File: src/rtl/gpio_port_pkg.sv
`timescale 1ns/1ps
package gpio_port_pkg;
    localparam int NPIN   = 8;
    localparam int ADDR_W = 2;
    localparam int MODE_W = 3;

    typedef enum logic [1:0] {
        PWR_RUN  = 2'd0,
        PWR_SOFT = 2'd1,
        PWR_HARD = 2'd2
    } pwr_state_t;

    localparam logic [ADDR_W-1:0] REG_DIR  = 2'd0;
    localparam logic [ADDR_W-1:0] REG_DATA = 2'd1;
    localparam logic [ADDR_W-1:0] REG_PULL = 2'd2;
    localparam logic [ADDR_W-1:0] REG_OPEN = 2'd3;
endpackage

File: src/rtl/gpio_pwr_fsm.sv
`timescale 1ns/1ps
module gpio_pwr_fsm
    import gpio_port_pkg::*;
(
    input  logic clk,
    input  logic rst_n,
    input  logic hw_stby,
    input  logic sw_stby,
    output logic wr_allow
);
    pwr_state_t state_q, state_d;

    always_ff @(posedge clk or negedge rst_n) begin
        if (!rst_n) state_q <= PWR_RUN;
        else        state_q <= state_d;
    end

    always_comb begin
        state_d  = state_q;
        wr_allow = 1'b0;
        unique case (state_q)
            PWR_RUN: begin
                wr_allow = !hw_stby && !sw_stby;
                if (hw_stby)      state_d = PWR_HARD;
                else if (sw_stby) state_d = PWR_SOFT;
            end
            PWR_SOFT: begin
                if (hw_stby)       state_d = PWR_HARD;
                else if (!sw_stby) state_d = PWR_RUN;
            end
            PWR_HARD: begin
                if (!hw_stby) state_d = PWR_RUN;
            end
            default: state_d = PWR_RUN;
        endcase
    end

    assert_hw_enters_hard_R10: assert property (@(posedge clk) disable iff (!rst_n)
        hw_stby |=> (state_q == PWR_HARD));
    assert_hard_exits_run_R10: assert property (@(posedge clk) disable iff (!rst_n)
        (state_q == PWR_HARD && !hw_stby) |=> (state_q == PWR_RUN));
    assert_soft_no_write_R6: assert property (@(posedge clk) disable iff (!rst_n)
        (state_q == PWR_SOFT) |-> !wr_allow);
endmodule

File: src/rtl/gpio_port_regs.sv
`timescale 1ns/1ps
module gpio_port_regs
    import gpio_port_pkg::*;
#(
    parameter int W = NPIN
) (
    input  logic              clk,
    input  logic              rst_n,
    input  logic              hw_clear,
    input  logic              wr_allow,
    input  logic              wr_en,
    input  logic [ADDR_W-1:0] addr,
    input  logic [W-1:0]      wr_data,
    output logic [W-1:0]      dir_q,
    output logic [W-1:0]      data_q,
    output logic [W-1:0]      pull_q,
    output logic [W-1:0]      open_q
);
    logic do_wr;
    assign do_wr = wr_en && wr_allow && !hw_clear;

    always_ff @(posedge clk or negedge rst_n) begin
        if (!rst_n) begin
            dir_q  <= '0;
            data_q <= '0;
            pull_q <= '0;
            open_q <= '0;
        end else if (hw_clear) begin
            dir_q  <= '0;
            data_q <= '0;
            pull_q <= '0;
            open_q <= '0;
        end else if (do_wr) begin
            unique case (addr)
                REG_DIR:  dir_q  <= wr_data;
                REG_DATA: data_q <= wr_data;
                REG_PULL: pull_q <= wr_data;
                REG_OPEN: open_q <= wr_data;
                default: ;
            endcase
        end
    end

    assert_hw_clears_R5: assert property (@(posedge clk) disable iff (!rst_n)
        hw_clear |=> (dir_q == '0 && data_q == '0 && pull_q == '0 && open_q == '0));
    assert_blocked_hold_R6: assert property (@(posedge clk) disable iff (!rst_n)
        (!wr_allow && !hw_clear) |=> ($stable(dir_q) && $stable(data_q) &&
                                      $stable(pull_q) && $stable(open_q)));
    assert_write_lands_R9: assert property (@(posedge clk) disable iff (!rst_n)
        (wr_en && wr_allow && !hw_clear && addr == REG_PULL) |=> (pull_q == $past(wr_data)));
endmodule

File: src/rtl/gpio_pin_sync.sv
`timescale 1ns/1ps
module gpio_pin_sync #(
    parameter int W      = 8,
    parameter int STAGES = 2
) (
    input  logic         clk,
    input  logic         rst_n,
    input  logic [W-1:0] din,
    output logic [W-1:0] dout
);
    logic [W-1:0] stage_q [STAGES];

    for (genvar g = 0; g < STAGES; g++) begin : g_stage
        if (g == 0) begin : g_first
            always_ff @(posedge clk or negedge rst_n) begin
                if (!rst_n) stage_q[0] <= '0;
                else        stage_q[0] <= din;
            end
        end else begin : g_next
            always_ff @(posedge clk or negedge rst_n) begin
                if (!rst_n) stage_q[g] <= '0;
                else        stage_q[g] <= stage_q[g-1];
            end
        end
    end

    assign dout = stage_q[STAGES-1];
endmodule

File: src/rtl/gpio_pad_ctl.sv
`timescale 1ns/1ps
module gpio_pad_ctl #(
    parameter int W = 8
) (
    input  logic [W-1:0] dir,
    input  logic [W-1:0] data,
    input  logic [W-1:0] pull,
    input  logic [W-1:0] open,
    input  logic [W-1:0] pu_mask,
    output logic [W-1:0] oe,
    output logic [W-1:0] out,
    output logic [W-1:0] hs_en,
    output logic [W-1:0] pu_en
);
    for (genvar i = 0; i < W; i++) begin : g_pin
        logic releasing;
        always_comb begin
            releasing = open[i] && data[i];
            oe[i]     = dir[i] && !releasing;
            out[i]    = data[i];
            hs_en[i]  = dir[i] && !open[i];
            pu_en[i]  = !dir[i] && pull[i] && pu_mask[i];
        end
    end
endmodule

File: src/rtl/gpio_port_ctl.sv
`timescale 1ns/1ps
module gpio_port_ctl
    import gpio_port_pkg::*;
#(
    parameter int W           = NPIN,
    parameter int SYNC_STAGES = 2,
    parameter int PART_LOW    = 5
) (
    input  logic              clk,
    input  logic              rst_n,
    input  logic              hw_stby,
    input  logic              sw_stby,
    input  logic [MODE_W-1:0] mode,
    input  logic              wr_en,
    input  logic [ADDR_W-1:0] addr,
    input  logic [W-1:0]      wr_data,
    output logic [W-1:0]      rd_data,
    input  logic [W-1:0]      pin_in,
    output logic [W-1:0]      pin_oe,
    output logic [W-1:0]      pin_out,
    output logic [W-1:0]      pin_hs_en,
    output logic [W-1:0]      pin_pu_en
);
    localparam logic [W-1:0] MASK_ALL  = '1;
    localparam logic [W-1:0] MASK_PART = ~((W'(1) << PART_LOW) - W'(1));

    logic         wr_allow;
    logic [W-1:0] dir_q, data_q, pull_q, open_q, synced, pu_mask, port_view;
    logic         mode_full, mode_part;

    gpio_pwr_fsm u_fsm (
        .clk(clk), .rst_n(rst_n), .hw_stby(hw_stby), .sw_stby(sw_stby),
        .wr_allow(wr_allow)
    );

    gpio_port_regs #(.W(W)) u_regs (
        .clk(clk), .rst_n(rst_n), .hw_clear(hw_stby), .wr_allow(wr_allow),
        .wr_en(wr_en), .addr(addr), .wr_data(wr_data),
        .dir_q(dir_q), .data_q(data_q), .pull_q(pull_q), .open_q(open_q)
    );

    gpio_pin_sync #(.W(W), .STAGES(SYNC_STAGES)) u_sync (
        .clk(clk), .rst_n(rst_n), .din(pin_in), .dout(synced)
    );

    always_comb begin
        mode_full = 1'b0;
        mode_part = 1'b0;
        case (mode)
            3'd4, 3'd7:             mode_full = 1'b1;
            3'd1, 3'd2, 3'd5, 3'd6: mode_part = 1'b1;
            default: ;
        endcase
        pu_mask = mode_full ? MASK_ALL : (mode_part ? MASK_PART : '0);
    end

    gpio_pad_ctl #(.W(W)) u_pad (
        .dir(dir_q), .data(data_q), .pull(pull_q), .open(open_q), .pu_mask(pu_mask),
        .oe(pin_oe), .out(pin_out), .hs_en(pin_hs_en), .pu_en(pin_pu_en)
    );

    assign port_view = (dir_q & data_q) | (~dir_q & synced);

    always_comb begin
        unique case (addr)
            REG_DIR:  rd_data = dir_q;
            REG_DATA: rd_data = port_view;
            REG_PULL: rd_data = pull_q;
            REG_OPEN: rd_data = open_q;
            default:  rd_data = '0;
        endcase
    end

    assert_pu_not_driving_R2: assert property (@(posedge clk) disable iff (!rst_n)
        (pin_pu_en & pin_oe) == '0);
    assert_mode_off_R3: assert property (@(posedge clk) disable iff (!rst_n)
        (mode == 3'd0 || mode == 3'd3) |-> (pin_pu_en == '0));
    assert_mode_part_R3: assert property (@(posedge clk) disable iff (!rst_n)
        (mode == 3'd1 || mode == 3'd2 || mode == 3'd5 || mode == 3'd6)
            |-> ((pin_pu_en & ~MASK_PART) == '0));
    assert_hs_needs_oe_R4: assert property (@(posedge clk) disable iff (!rst_n)
        (pin_hs_en & ~pin_oe) == '0);
    assert_hw_pads_off_R5: assert property (@(posedge clk) disable iff (!rst_n)
        hw_stby |=> (pin_oe == '0 && pin_pu_en == '0 && pin_hs_en == '0));
endmodule

File: config.mk
export PLATFORM = sky130hd
export DESIGN_NAME = gpio_port_ctl
export DESIGN_NICKNAME = d
export VERILOG_FILES = /design/src/rtl/gpio_port_pkg.sv /design/src/rtl/gpio_pwr_fsm.sv /design/src/rtl/gpio_port_regs.sv /design/src/rtl/gpio_pin_sync.sv /design/src/rtl/gpio_pad_ctl.sv /design/src/rtl/gpio_port_ctl.sv
export SDC_FILE = /design/constraint.sdc
export NUM_CORES = 1
export LEC_CHECK = 0
export BUFFER_PORTS_ARGS = -buffer_cell sky130_fd_sc_hd__clkbuf_2
export CORE_MARGIN = 4
export CORE_UTILIZATION = 40
export CTS_CLUSTER_DIAMETER = 100
export DETAILED_ROUTE_END_ITERATION = 6
export GPL_TIMING_DRIVEN = 0
export SYNTH_ARGS = -nofsm -noshare
export SYNTH_HDL_FRONTEND = slang
export SYNTH_SLANG_ARGS = --single-unit
File: constraint.sdc
create_clock -name clk -period 2.8 [get_ports clk]
set_clock_uncertainty 0.1 [all_clocks]
set_input_delay 0.14 -clock clk [delete_from_list [all_inputs] [get_ports clk]]
set_output_delay 0.14 -clock clk [all_outputs]
set_load 0.005 [all_outputs]
==> flow_summary.yaml <==
finish:
  area_delta_synth_final_pct: 26.3
  finalNonFillerCells: 381
  drive_gt1_frac: 0.261
  nNetsFinal: 333
  fin_area_um2: 3110
  antenna_cells: 0
clock_network:
  root_buffer: "clkbuf_8"
  ctsHtreeMaxLevel: 2
  clkLatencyLatePin_ns: 0.30
  clkTransAtPathRegs_ns: 0.09
  cts_sinks: 50
  cts-resized-gates: 0
  numCtsBuffers: 5
  cts_tree: "done"
  ctsLongestPathBuffers: 2
placement:
  dpl.hpwl_mm: 4.24
  pre_cts_ws_ns: 0.650
  gp_congestion: 0.757
  placement.io_buffers: 65
  placed_cells: 362
  placed_area_um2: 2890
synth:
  synth_flop_cell: "dfrtp_1"
  synthMostInstantiatedCell: "dfrtp_1"
  synth_area_leaders: "dfrtp_1 51%, mux2i_1 13%, nand2b_1 8.4%"
  synth-seq-cells: 50
  synthTopCellsByCount: "50 x dfrtp_1, 33 x nand2b_1, 32 x mux2i_1"
  synth_area_um2: 2470
  synthDistinctLibCells: 22
  synth_cells: 222
  yosys_warnings: 0
  syn-num-nets: 250
  avgSynthCellArea_um2: 11.1
  synth_edf_count: 0
  synthArstFlopShare: 1.00
  synth_area_leader_cell: "dfrtp_1"
  seq_area_frac_synth: 0.507
  synth.top_cell.area_share: 0.507
drt:
  vias_per_cell: 5.02
  wl_per_cell_um: 16.1
  wl_mm: 6.15
  drc_errors: 0
  drt_iter0_drc: 60
  ant_nets: 0
  vias: 1914
  first_pass_iters: 4
critical_path:
  cp-start-kind: "primary input"
  cp_data_arrival_time_ns: 1.81
  path_class: "in2out"
  worst_ep_required_time_ns: 2.56
  crit_path_end_kind: "output pin"
  crit_fanout: 10
sta:
  fmax_mhz: 487
  worst_pin_slew_ns: 1.04
  period_needed_ns: 2.05
  hold_violations: 0
  setup_viol: 0
  rsz0062_at_grt: "no"
  finalMaxSlewViolations: 0
  finalCritPeriodShare: 0.733
  fin_setup_tns_ns: 0
  setup_ws_ns: 0.747
  maxSlewHeadroom: 0.299
floorplanning:
  initial_core_util: 0.414
  io_pins: 66
  rows: 28
  core_um2: 5960
  die_area_um2: 7490
  die_x_um: 86.5
  fp.dieH_um: 86.5
pwr:
  p_total_mw: 1.41
  p_leak_nw: 1.63
  p_per_area_nw_per_um2: 452
  irDropWorstVdd_mv: 0.276
global_route:
  grt_pass1_wl_mm: 9.91
  gr-total-overflow: 0
  grt_max_degree: 51
  grt_pass1_vias: 1915
  antenna_found_initial: 0
  track_usage: 0.172
min_path:
  min_path_type: "in2reg"
outcome:
  status: "finished clean"
job:
  cap_violations: 0
==> path summary, 6_finish.rpt <==
kind | from | to | cells past startpoint | slack [ns]
min in group asynchronous | rst_n | u_sync.dout[4]$_DFF_PN0_ | 2 | 0.15
max | addr[0] | rd_data[5] | 7 | 0.75
min reg2reg | u_sync.stage_q[13]$_DFF_PN0_ | u_sync.dout[5]$_DFF_PN0_ | 0 | 0.25
max in group asynchronous | rst_n | u_regs.data_q[0]$_DFFE_PN0P_ | 3 | 1.94
min | wr_data[1] | u_regs.pull_q[1]$_DFFE_PN0P_ | 3 | 0.05
max reg2reg | u_fsm.state_q[1]$_DFFE_PN0P_ | u_regs.open_q[5]$_DFFE_PN0P_ | 3 | 0.86
==> area by class of cell <==
type | count | area (µm²)
Inverter | 2 | 7.51
Fill cell | 576 | 2840
Clock buffer | 5 | 68.8
Sequential cell | 50 | 1250
Timing Repair Buffer | 76 | 445
Clock inverter | 3 | 40.0
Multi-Input combinational cell | 158 | 1140
Buffer | 12 | 62.6
Tap cell | 75 | 93.8
==> power breakdown <==
| part | switching (mW) | internal [mW] | leakage [nW] |
|---|---|---|---|
| combinational | 0.0849 | 0.0699 | 0.911 |
| sequential | 0.0101 | 0.740 | 0.657 |
| clock | 0.241 | 0.263 | 0.0579 |
==> state kept, by name, summed over array words and instances, names as in the netlist <==
signal / count
u_regs.data_q: 8
u_regs.dir_q: 8
u_regs.open_q: 8
u_regs.pull_q: 8
u_sync.dout: 8
u_sync.stage_q: 8
u_fsm.state_q: 2
==> through the flow <==
| stage | hold WS (ns) | util |
|---|---|---|
| 2_1_floorplan | -0.256 | - |
| 3_3_place_gp | 0.148 | 0.484 |
| 3_5_place_dp | 0.150 | 0.484 |
| 4_1_cts | 0.0336 | 0.518 |
| 5_1_grt | 0.0709 | 0.523 |
| 6_report | 0.0540 | 0.523 |
==> layout by cell type (no fill, tap or decap), drive strengths merged <==
cell,netlist,final
o21ai,17,17
a21oi,16,16
bufinv,0,1
a21o,8,8
clkbuf,8,77
nor3b,10,10
dfrtp,50,50
nand3,1,1
clkinv,0,2
or3,1,1
inv,2,2
nor2b,17,17
mux2i,32,32
nand2b,33,33
a21boi,9,9
dlygate4sd3,0,10
ha,2,2
or4b,1,1
buf,4,6
nand3b,9,9
or2,1,1
nor4b,1,1
==> cell families (layout without fill, tap and decap cells) <==
group	count (synthesis)	after routing	share of synthesized area
AOI/OAI and AO/OA	50	50	0.119
and+or+nand+nor	74	74	0.205
DFF	50	50	0.507
muxes	32	32	0.130
adders and majority gates	2	2	0.0101
buffers and inverters	14	98	0.0284
==> timing repair <==
| action | 4_1_cts | 5_1_grt |
|---|---|---|
| buffers inserted | 0 | 0 |
| endpoints found under the hold margin | 9 | 42 |
| hold buffers | 9 | 1 |
==> critical path, stage by stage <==
cell      delay (ns)
clkbuf_2        0.09
clkbuf_1        0.42
clkbuf_1        0.55
a21o_1          0.19
a21oi_1         0.07
a21oi_1         0.21
clkbuf_2        0.15
==> metal layers <==
layer / wire length [µm] / global-route usage / vias to the layer above
li1: - / - / 937
met1: 3000 / 0.254 / 921
met2: 2760 / 0.260 / 51
met3: 323 / 0.0304 / 5
met4: 59 / 0.0467 / 0
met5: 0 / 0 / -
(Power assumes the default switching activity.)
